File: src/rtl/lpc_pkg.sv
package lpc_pkg;
  typedef enum logic [1:0] {
    ST_RUN   = 2'd0,
    ST_STOPG = 2'd1,
    ST_SLEEP = 2'd2,
    ST_HALT  = 2'd3
  } lpc_state_e;

  typedef struct packed {
    logic core;
    logic bus;
    logic pll;
    logic snoop;
  } lpc_gates_t;
endpackage

File: src/rtl/lpc_sync.sv
module lpc_sync #(
  parameter int STAGES = 2,
  parameter int WIDTH  = 2
) (
  input  logic             clk,
  input  logic             rst_n,
  input  logic [WIDTH-1:0] d,
  output logic [WIDTH-1:0] q
);
  logic [WIDTH-1:0] chain [STAGES];

  for (genvar i = 0; i < STAGES; i++) begin : g_stage
    if (i == 0) begin : g_first
      always_ff @(posedge clk or negedge rst_n) begin
        if (!rst_n) chain[i] <= '0;
        else        chain[i] <= d;
      end
    end else begin : g_rest
      always_ff @(posedge clk or negedge rst_n) begin
        if (!rst_n) chain[i] <= '0;
        else        chain[i] <= chain[i-1];
      end
    end
  end

  assign q = chain[STAGES-1];
endmodule

File: src/rtl/lpc_fsm.sv
module lpc_fsm
  import lpc_pkg::*;
(
  input  logic       clk,
  input  logic       rst_n,
  input  logic       stop_s,
  input  logic       sleep_s,
  input  logic       bclk_lost,
  output lpc_state_e cur,
  output logic       ack_pulse
);
  lpc_state_e nxt;

  always_comb begin
    nxt = cur;
    if (bclk_lost) begin
      nxt = ST_HALT;
    end else begin
      unique case (cur)
        ST_RUN:   if (stop_s) nxt = ST_STOPG;
        ST_STOPG: begin
          if (!stop_s)      nxt = ST_RUN;
          else if (sleep_s) nxt = ST_SLEEP;
        end
        ST_SLEEP: if (!sleep_s) nxt = ST_STOPG;
        ST_HALT:  nxt = ST_HALT;
        default:  nxt = ST_HALT;
      endcase
    end
  end

  always_ff @(posedge clk or negedge rst_n) begin
    if (!rst_n) begin
      cur       <= ST_RUN;
      ack_pulse <= 1'b0;
    end else begin
      cur       <= nxt;
      ack_pulse <= (cur == ST_RUN) && (nxt == ST_STOPG);
    end
  end
endmodule

File: src/rtl/lpc_gate_dec.sv
module lpc_gate_dec
  import lpc_pkg::*;
(
  input  lpc_state_e cur,
  output lpc_gates_t gates
);
  always_comb begin
    unique case (cur)
      ST_RUN:   gates = '{core: 1'b1, bus: 1'b1, pll: 1'b1, snoop: 1'b1};
      ST_STOPG: gates = '{core: 1'b0, bus: 1'b1, pll: 1'b1, snoop: 1'b1};
      ST_SLEEP: gates = '{core: 1'b0, bus: 1'b0, pll: 1'b1, snoop: 1'b0};
      default:  gates = '{core: 1'b0, bus: 1'b0, pll: 1'b1, snoop: 1'b0};
    endcase
  end
endmodule

File: src/rtl/lp_state_ctrl.sv
module lp_state_ctrl
  import lpc_pkg::*;
#(
  parameter int SYNC_STAGES = 2
) (
  input  logic       clk,
  input  logic       rst_n,
  input  logic       stop_req,
  input  logic       sleep_req,
  input  logic       bclk_lost,
  output logic       core_clk_en,
  output logic       bus_clk_en,
  output logic       pll_en,
  output logic       ack_req,
  output logic       snoop_ok,
  output logic [1:0] state
);
  localparam int NREQ = 2;

  logic [NREQ-1:0] req_raw, req_s;
  lpc_state_e      cur;
  lpc_gates_t      gates;

  assign req_raw = {sleep_req, stop_req};

  lpc_sync #(.STAGES(SYNC_STAGES), .WIDTH(NREQ)) u_sync (
    .clk  (clk),
    .rst_n(rst_n),
    .d    (req_raw),
    .q    (req_s)
  );

  lpc_fsm u_fsm (
    .clk      (clk),
    .rst_n    (rst_n),
    .stop_s   (req_s[0]),
    .sleep_s  (req_s[1]),
    .bclk_lost(bclk_lost),
    .cur      (cur),
    .ack_pulse(ack_req)
  );

  lpc_gate_dec u_dec (
    .cur  (cur),
    .gates(gates)
  );

  assign core_clk_en = gates.core;
  assign bus_clk_en  = gates.bus;
  assign pll_en      = gates.pll;
  assign snoop_ok    = gates.snoop;
  assign state       = cur;
endmodule

File: config.mk
export PLATFORM = sky130hd
export DESIGN_NAME = lp_state_ctrl
export DESIGN_NICKNAME = d
export VERILOG_FILES = /design/src/rtl/lpc_pkg.sv /design/src/rtl/lpc_sync.sv /design/src/rtl/lpc_fsm.sv /design/src/rtl/lpc_gate_dec.sv /design/src/rtl/lp_state_ctrl.sv
export SDC_FILE = /design/constraint.sdc
export NUM_CORES = 1
export LEC_CHECK = 0
export ABC_AREA = 1
export BUFFER_PORTS_ARGS = -buffer_cell sky130_fd_sc_hd__buf_4
export CAP_MARGIN = 10
export CORE_AREA = 2 2 39 41
export DETAILED_ROUTE_END_ITERATION = 6
export DIE_AREA = 0 0 41 43
export SLEW_MARGIN = 20
export SYNTH_ARGS = -nofsm -noshare
export SYNTH_HDL_FRONTEND = slang
export SYNTH_SLANG_ARGS = --single-unit
File: constraint.sdc
create_clock -name clk -period 1 [get_ports clk]
set_clock_uncertainty 0.1 [all_clocks]
set_input_delay 0.2 -clock clk [delete_from_list [all_inputs] [get_ports clk]]
set_output_delay 0.2 -clock clk [all_outputs]
set_load 0.05 [all_outputs]
; Yosys cells after proc, flatten, opt, wreduce, memory -nomap -nowiden
; Cells that the tools add are included.
[word_totals]
regBits = 7
latchBits = 0
mem_bits_rw = 0
mem_bits_ro = 0
inputBits = 5
output_inout_bits = 7
wordCells = 17
n_memories = 0
[op_classes]
n_addsub = 0
n_mul = 0
n_div = 0
n_lt_le_gt_ge = 0
n_eq_ne = 4
shifts = 0
muxes = 7
bitwise_logic = 0
reduce_logical = 2
[op_table]
columns = operator, count
row1 = $mux 2, 5
row2 = $pmux 2 s4, 1
row3 = $pmux 4 s2, 1
row4 = $eq 2x1->1 const B, 2
row5 = $eq 2x2->1 const B, 2
row6 = $logic_not 2->1, 1
row7 = $logic_and 1x1->1, 1

; Logic depth before layout (Yosys ltp)
; Gate-level depths: netlist of the first run.
[logic_depth]
ltp_word = 6
ltp_mapped = 5
mapped_depth_nobuf = 5

; Modules after synthesis
; Synthesis of the first run repeated with hierarchy kept, for this count alone.
[hier_totals]
cells_unflattened = 26
area_unflattened_um2 = 274.0
[modules_own_cells]
columns = mod, n_inst, cells_per_inst, area_per_inst_um2
row1 = lpc_fsm, 1, 15, 132.6
row2 = lpc_sync, 1, 6, 115.1
row3 = lpc_gate_dec, 1, 5, 26.3

; Worst setup path before layout of the first run
; OpenSTA, ideal clock, no wires.
[synth_path]
kind = register to output
startpoint = reg u_fsm.cur[1]
endpoint = out core_clk_en
t_arrival_ns = 1.298
setup_slack_ns = -0.598
stages_incl_launch_ff = 4
path_cell_list = dfrtp_1 inv_2 nand2_2 inv_1
[synth_between]
elab_chain_len = 2
[synth_lines]
columns = item, line_no
row1 = "start, declared", lpc_fsm.sv:9  ; output lpc_state_e cur,
row2 = "start signal, assigned", lpc_fsm.sv:37  ; cur <= nxt;
row3 = $eq 2x1->1 / $logic_not 2->1 (equally long branches), lpc_gate_dec.sv:8  ; unique case (cur)
row4 = $pmux 4 s2 *, lpc_gate_dec.sv:8
row5 = "end, declared", lp_state_ctrl.sv:11  ; output logic core_clk_en,
; Mark *: on every way between the ends. The rest lies on a longest branch, timed or not.

; Worst setup path in the final report of the first run
; Same ends and word-level chain as after synthesis.

==> flow_summary.json, run 1 <==
{
  "nFillCells": 150,
  "io_pins": 12,
  "synthAdderAreaFrac_pct": 0,
  "first_iter_violations": 0,
  "gp_congestion": 0.687,
  "critPathKind": "flip-flop to primary output",
  "crit_required_ns": 0.70,
  "cap_violations": 0,
  "finish.utilization_pct": 35.1,
  "overflow": 0,
  "critPathArrivalTime_ns": 1.00,
  "num_rows": 14,
  "setup_viol": 8,
  "rrSetupSlack_ns": -0.15,
  "synth-warning-count": 0,
  "synth_area_um2": 264,
  "cp-end-kind": "primary output",
  "io_buffers": 10,
  "setup_slack_ns": -0.303,
  "clock_sinks": 7,
  "clk_pin_slew_ns": 0.05,
  "stdcell_count": 63,
  "tritoncts": "done",
  "violations": "negative setup slack",
  "place_inst": 53,
  "die_h_um": 43,
  "routed_wl_um": 481,
  "synthesis.nets": 31,
  "drc": 0,
  "cts-root-buf": "clkbuf_4",
  "cts_buffers": 3,
  "peakVddDrop_uv": 591,
  "synth_seq_cells": 7,
  "grt_pass1_vias": 245,
  "finalPower_mw": 0.580,
  "period_minus_slack_ns": 1.30,
  "synthMuxAreaShare_pct": 0,
  "clockBufferDepth": 2,
  "cts.htree.levels": 1,
  "cp-start-kind": "flip-flop",
  "place_area_um2": 385,
  "critPathMaxFanout": 4,
  "route.vias.total": 225,
  "antenna_left": 0,
  "pre_cts_ws_ns": -0.0957,
  "avgSynthCellArea_um2": 10.2,
  "seq_area_frac_synth_pct": 66.4,
  "holdWs_ns": 0.0721,
  "final_cell_mix": "12 x buf_4, 5 x nand2_1, 5 x dfrtp_1",
  "antenna_found_initial": 0,
  "syn_to_final_growth_pct": 83.9,
  "start_util_pct": 19.1,
  "ys_types": 10,
  "final_common_cell": "buf_4",
  "slew_violations": 0,
  "synthSimpleGateAreaFrac_pct": 18.0,
  "grt_pass1_wl_um": 848,
  "synth_top_family_by_area": "simple AND/OR/NAND/NOR gates",
  "final_layout_size_suffix_gt1_share_pct": 55.3,
  "grt_max_degree": 8,
  "fin_nets": 53,
  "vias_per_cell": 3.57,
  "diodes": 0,
  "register_area_um2": 178,
  "final_area_um2": 485,
  "grtUsageTotal_pct": 7.22,
  "power.leakage_nw": 0.271,
  "outcome": "finished with violations",
  "tns_ns": -1.66,
  "p_per_area_nw_per_um2": 1190,
  "core_area_um2": 1380,
  "die-width_um": 41,
  "multiInputGateArea_um2": 58.8,
  "die_area_um2": 1760,
  "synth-compound-area-share_pct": 0,
  "hold_violations": 0,
  "max_freq_ghz": 0.767,
  "hpwl_um": 369,
  "clk_latency_ns": 0.24,
  "dr.pass1.iters": 1,
  "timing.final.crit_share_pct": 130,
  "rsz0062_at_grt": "yes",
  "synth_xor_area_share_pct": 0,
  "syn-instance-count": 26,
  "drt-wirelength-per-cell_um": 7.63,
  "hp-class": "primary input to flip-flop"
}
cells by family (layout without fill, tap and decap cells):
| group | Yosys count | after routing |
|---|---|---|
| other | 1 | 1 |
| buffers and inverters | 8 | 29 |
| DFF | 7 | 7 |
| and+or+nand+nor | 10 | 10 |
flip-flops by register name (all words and copies together) (netlist names):
signal and cells:
u_sync.q 2, u_fsm.cur 2, u_sync.chain 2, u_fsm.ack_pulse 1
final timing paths:
kind                                 startpoint              end  depth (start not counted)
worst max-delay path               u_fsm.cur[1]      core_clk_en                          4
worst min-delay path                  bclk_lost     u_fsm.cur[0]                          3
worst max register to register     u_fsm.cur[1]     u_fsm.cur[1]                          4
worst min register to register  u_sync.chain[3]      u_sync.q[1]                          0
max in group asynchronous                 rst_n     u_fsm.cur[0]                          2
min in group asynchronous                 rst_n  u_sync.chain[2]                          2
layout make-up:
class | instances | share of cell area, %
Sequential cell | 7 | 36.6
Multi-Input combinational cell | 11 | 12.1
Clock buffer | 4 | 5.41
Tap cell | 16 | 4.12
Inverter | 6 | 6.96
Timing Repair Buffer | 19 | 34.8
layer usage:
layer	vias up	track usage [%]	share of wire, %
met2	11	9.69	49
met5	-	0	0
met1	98	9.36	42
li1	116	-	-
met3	0	1.57	8.9
met4	0	6.00	0
cell usage after synthesis (all sizes together):
library cell	count	share of area, %
nand4	1	2.4
nand3	2	3.8
or2	1	2.4
nand2	6	9.5
inv	6	8.5
dfrtp	7	66
buf	2	5.7
conb	1	1.4
timing repair:
| action | in CTS | in global routing |
|---|---|---|
| pin swaps | 0 | 0 |
| hold endpoints to repair | 9 | 0 |
| hold buffers | 3 | 0 |
| cloned | 0 | 0 |
| endpoints found under the setup margin | 8 | 8 |
| resized for setup | 6 | 1 |
| setup buffers | 3 | 0 |
worst max-delay path, cell delays in order, from the launching register on:
cell        delay [ns]
dfrtp_2           0.44
inv_8             0.07
nand2_4           0.05
clkinvlp_4        0.06
buf_8             0.13
power breakdown:
group,internal (mW),switching [mW],leakage (nW)
registers,0.292,0.00328,0.0775
clock network,0.152,0.0970,0.0150
logic,0.0181,0.0180,0.179
total,0.462,0.118,0.271
Note: power is estimated with default switching activity, not from simulation.
==> run 2, diff against run 1 <==
- SYNTH_HIERARCHICAL: unset -> 1
==> run 2 against run 1 <==
Compared with the run above:
- the run still ends with negative setup slack left
- total power grew 0.65%
- final cell count down 7.9%
- count of clock-buffer cells in the layout unchanged
- register-to-register slack worse by 0.05 ns
- first-iteration DRC count increased by 1
- synthesized area grew 3.8%
- global-route usage down 0.71 points
- fmax rose by 0.40%
==> flow_summary.json, run 2 <==
{
  "outcome": "finished with violations",
  "violations": "negative setup slack",
  "routed_wl_um": 451,
  "clk_pin_slew_ns": 0.05,
  "power.leakage_nw": 0.217,
  "crit_required_ns": 0.70,
  "gp_congestion": 0.583,
  "synth_area_leaders": "dfrtp_1 64%, buf_4 11%, inv_1 5.5%",
  "peakVddDrop_uv": 581,
  "synth_seq_cells": 7,
  "critPathArrivalTime_ns": 1.00,
  "clk_latency_ns": 0.24,
  "cts.htree.levels": 1,
  "route.vias.total": 215,
  "drt-wirelength-per-cell_um": 7.78,
  "nFillCells": 145,
  "dr.pass1.iters": 2,
  "grtUsageTotal_pct": 6.50,
  "first_iter_violations": 1,
  "syn-instance-count": 26,
  "diodes": 0,
  "max_freq_ghz": 0.770,
  "use_met2_pct": 9.06,
  "ys_types": 11,
  "hold_violations": 0,
  "finalPower_mw": 0.584,
  "slew_violations": 0,
  "use_met1_pct": 6.69,
  "final_layout_size_suffix_gt1_share_pct": 61.9,
  "start_util_pct": 19.8,
  "cts-root-buf": "clkbuf_4",
  "io_pins": 12,
  "p_per_area_nw_per_um2": 1230,
  "grtUsageMet3_pct": 6.28,
  "final_cell_mix": "8 x buf_4, 5 x dfrtp_1, 4 x buf_6",
  "die_area_um2": 1760,
  "cts_buffers": 3,
  "die_h_um": 43,
  "overflow": 0,
  "rrSetupSlack_ns": -0.20,
  "cp-start-kind": "flip-flop",
  "grt_max_degree": 8,
  "reg2reg_to": "u_fsm/cur[0]",
  "r2r-start": "u_fsm/cur[1]",
  "grt_pass1_wl_um": 696,
  "critPathKind": "flip-flop to primary output",
  "crit_end": "core_clk_en",
  "synth-main-ff-cell": "dfrtp_1",
  "cp-end-kind": "primary output",
  "crit_path_start": "u_fsm/cur[1]",
  "async_reset_ff_share_pct": 100,
  "hp-class": "primary input to flip-flop",
  "pre_cts_ws_ns": -0.0942,
  "syn_to_final_growth_pct": 73.1,
  "synth-edff-count": 0,
  "critPathMaxFanout": 4,
  "setup_viol": 9,
  "final_common_cell": "buf_4",
  "rsz0062_at_grt": "yes",
  "period_minus_slack_ns": 1.30,
  "fin_nets": 48,
  "core_area_um2": 1380,
  "clock_sinks": 7,
  "cap_violations": 0,
  "vias_per_cell": 3.71,
  "timing.final.crit_share_pct": 130,
  "yosysMostFrequentCell": "dfrtp_1",
  "avgSynthCellArea_um2": 10.5,
  "synth-warning-count": 6,
  "grt_pass1_vias": 185,
  "synth_top_cells_by_count": "7 x dfrtp_1, 4 x buf_4, 4 x inv_1, 4 x nand2_1",
  "rr_worst_depth": 4,
  "synthesis.nets": 31,
  "hpwl_um": 303,
  "busiest_layer": "met2",
  "setup_slack_ns": -0.298,
  "antenna_left": 0,
  "antenna_found_initial": 0,
  "drc": 0,
  "synth_area_um2": 274,
  "tritoncts": "done",
  "stdcell_count": 58,
  "synth_top_area_share_pct": 63.9,
  "die-width_um": 41,
  "seq_area_frac_synth_pct": 63.9,
  "clockBufferDepth": 2,
  "synth_top_area_cell": "dfrtp_1",
  "io_buffers": 10,
  "num_rows": 14,
  "place_inst": 49
}
==> run 2: stage by stage <==
stage / hold WS (ns) / setup TNS [ns] / cell area [µm²] / util (%)
after global routing: 0.0275 / -2.12 / 474 / 34.3
after detailed placement: -0.0837 / -0.337 / 364 / 26.3
after global placement: -0.0858 / -0.295 / 364 / 26.3
final: 0.0399 / -1.78 / 474 / 34.3
after CTS: 0.0171 / -1.87 / 459 / 33.2
after floorplan: -0.196 / -0.966 / 295 / -
==> run 2: worst max-delay path, stage by stage, from the launching register on <==
cell and delay [ns]:
dfrtp_4 0.51, nor2_4 0.10, buf_8 0.15
==> run 2: worst min-delay path by stage <==
stage | from | end | depth (start not counted) | slack (ns)
global placement | rst_n | u_sync/chain[3] | 1 | -0.09
global route | bclk_lost | u_fsm/ack_pulse | 2 | 0.03
CTS | bclk_lost | u_fsm/ack_pulse | 2 | 0.02
detailed placement | rst_n | u_sync/chain[2] | 1 | -0.08
floorplan | rst_n | u_fsm/ack_pulse | 0 | -0.20
finish | bclk_lost | u_fsm/ack_pulse | 2 | 0.04
==> run 2: layout make-up <==
class	count	area, µm²	area share, %
Sequential cell	7	180	38.0
Clock buffer	4	26.3	5.54
Inverter	4	18.8	3.96
Multi-Input combinational cell	11	78.8	16.6
Timing Repair Buffer	16	150	31.7
Tap cell	16	20.0	4.22
==> run 2: timing repair <==
| action | CTS | global route |
|---|---|---|
| hold buffers | 3 | 0 |
| endpoints found under the setup margin | 8 | 9 |
| buffers inserted | 2 | 0 |
| resized for setup | 6 | 3 |
| endpoints found under the hold margin | 9 | 0 |
| pin swaps | 1 | 0 |
==> run 2: routing by layer <==
metal  vias to the layer above  share of wire [%]
met3                         0                8.6
met2                        10                 54
met5                         -                  0
met4                         0                  0
li1                        103                  -
met1                       102                 37
==> run 2: cells by family (layout without fill, tap and decap cells) <==
kind of cell           after synthesis  in the layout  synth area share [%]
AO/OA/AOI/OAI                        2              2                  3.65
buffers and inverters                8             24                  16.4
flip-flops                           7              7                  63.9
other                                1              1                  1.37
AND/OR/NAND/NOR                      8              8                  14.6
==> run 2: where the power goes <==
part	internal, mW	leakage (nW)	switching (mW)	total [mW]
logic	0.0201	0.124	0.0219	0.0420
registers	0.292	0.0780	0.00262	0.294
clock network	0.152	0.0150	0.0957	0.247
==> run 3, diff against run 2 <==
- PLACE_DENSITY: unset -> 0.49
==> run 3 against run 2 <==
Compared with the run above:
- the flow still finishes with violations (negative setup slack)
- count of clock-buffer cells in the layout stayed put
- non-clock buffer count is 1 higher
- combinational power hardly changed
- worst setup slack worse by 0.016 ns
- first-iteration DRC count is 100% higher
- global-route usage is 0.70 points higher
- utilization is 0.72 points higher
- fmax is 1.2% lower
- sequential cell count stayed put
- clock power is 6% higher
- critical endpoint unchanged
- largest cell class unchanged
==> flow_summary.json, run 3 (synthesized netlist as in run 2, its figures left out) <==
{
  "cts.htree.levels": 1,
  "holdPathStages": 2,
  "hp-class": "primary input to flip-flop",
  "peakVddDrop_uv": 753,
  "clock_sinks": 7,
  "setup_viol": 9,
  "clockBufferDepth": 2,
  "cts-root-buf": "clkbuf_4",
  "outcome": "finished with violations",
  "rr_worst_depth": 5,
  "setup_slack_ns": -0.314,
  "final_cell_mix": "9 x buf_4, 5 x dfrtp_1, 4 x buf_6",
  "critPathMaxFanout": 4,
  "cp-end-kind": "primary output",
  "final_area_um2": 484,
  "crit_required_ns": 0.70,
  "max_freq_ghz": 0.761,
  "grtUsageTotal_pct": 7.21,
  "vias_per_cell": 3.71,
  "route.vias.total": 219,
  "hold_end": "u_fsm/ack_pulse",
  "p_per_area_nw_per_um2": 1230,
  "r2r-start": "u_fsm/cur[1]",
  "cts_buffers": 3,
  "drc": 0,
  "critPathKind": "flip-flop to primary output",
  "worstHoldStart": "bclk_lost",
  "antenna_left": 0,
  "power.leakage_nw": 0.220,
  "fin_nets": 49,
  "overflow": 0,
  "slew_violations": 0,
  "hpwl_um": 334,
  "reg2reg_to": "u_fsm/cur[0]",
  "diodes": 0,
  "io_buffers": 10,
  "rsz0062_at_grt": "yes",
  "cap_violations": 0,
  "syn_to_final_growth_pct": 76.7,
  "grt_pass1_wl_um": 772,
  "violations": "negative setup slack",
  "io_pins": 12,
  "die_h_um": 43,
  "cpMaxStageDelayCell": "dfrtp_4",
  "num_rows": 14,
  "place_area_um2": 364,
  "grt_pass1_vias": 207,
  "period_minus_slack_ns": 1.31,
  "die-width_um": 41,
  "drt-wirelength-per-cell_um": 8.39,
  "first_iter_violations": 2,
  "antenna_found_initial": 0,
  "timing.final.crit_share_pct": 131,
  "critPathMaxStageDelay_ns": 0.51,
  "start_util_pct": 19.8,
  "rrSetupSlack_ns": -0.20,
  "tritoncts": "done",
  "gp_congestion": 0.568,
  "hold_violations": 0,
  "die_area_um2": 1760,
  "core_area_um2": 1380,
  "clk_pin_slew_ns": 0.06,
  "finish.utilization_pct": 35.0,
  "path_cells": "nor2_4 -> buf_8",
  "routed_wl_um": 495,
  "grt_max_degree": 8,
  "critPathArrivalTime_ns": 1.01,
  "clk_latency_ns": 0.26,
  "pre_cts_ws_ns": -0.106,
  "final_common_cell": "buf_4",
  "dr.pass1.iters": 2,
  "cp-start-kind": "flip-flop",
  "final_layout_size_suffix_gt1_share_pct": 62.8
}
-- run 3: report_power, final --
group	leakage (nW)	switching (mW)	internal [mW]
sequential	0.0780	0.00255	0.292
combinational	0.127	0.0220	0.0201
clock	0.0150	0.109	0.153
-- run 3: timing repair --
item / in CTS / in global routing
setup endpoints to repair: 8 / 9
buffers inserted: 3 / 0
gates resized for setup: 8 / 2
endpoints found under the hold margin: 9 / 0
hold buffers: 3 / 0
pin swaps: 1 / 0
-- run 3: worst max path at each step --
stage            startpoint          end  depth (start not counted)
2_1_floorplan  u_fsm/cur[1]   bus_clk_en                          2
3_3_place_gp   u_fsm/cur[1]  core_clk_en                          2
3_5_place_dp   u_fsm/cur[1]  core_clk_en                          2
4_1_cts        u_fsm/cur[1]  core_clk_en                          2
5_1_grt        u_fsm/cur[1]  core_clk_en                          2
6_report       u_fsm/cur[1]  core_clk_en                          2
-- run 3: worst max-delay path: cells and delay by family (launching register included) --
family | cells | cell delay, ns
buf+inv | 1 | 0.15
flops | 1 | 0.51
simple gates | 1 | 0.10
-- run 3: metal layers --
metal  GRT usage, %  share of wire [%]  up-vias
met4           4.00                  0        0
met3           7.85                 13        0
met1           6.67                 37      100
met2           9.38                 50       12
li1               -                  -      107
met5              0                  0        -
-- run 3: metrics by stage --
stage	cells	total power, mW	hold slack (ns)	setup TNS (ns)
finish	59	0.597	0.0283	-1.86
global route	59	0.633	0.0180	-2.15
CTS	59	0.604	0.0291	-1.91
detailed placement	49	0.331	-0.0818	-0.366
global placement	49	0.330	-0.0840	-0.281
floorplan	26	0.320	-0.196	-0.966
-- run 3: layout make-up --
type | count | area, µm²
clock buffer | 4 | 26.3
fill | 136 | 900
inverter | 4 | 21.3
multi-input combinational | 11 | 78.8
sequential | 7 | 180
tap | 16 | 20.0
timing repair buffer | 17 | 158
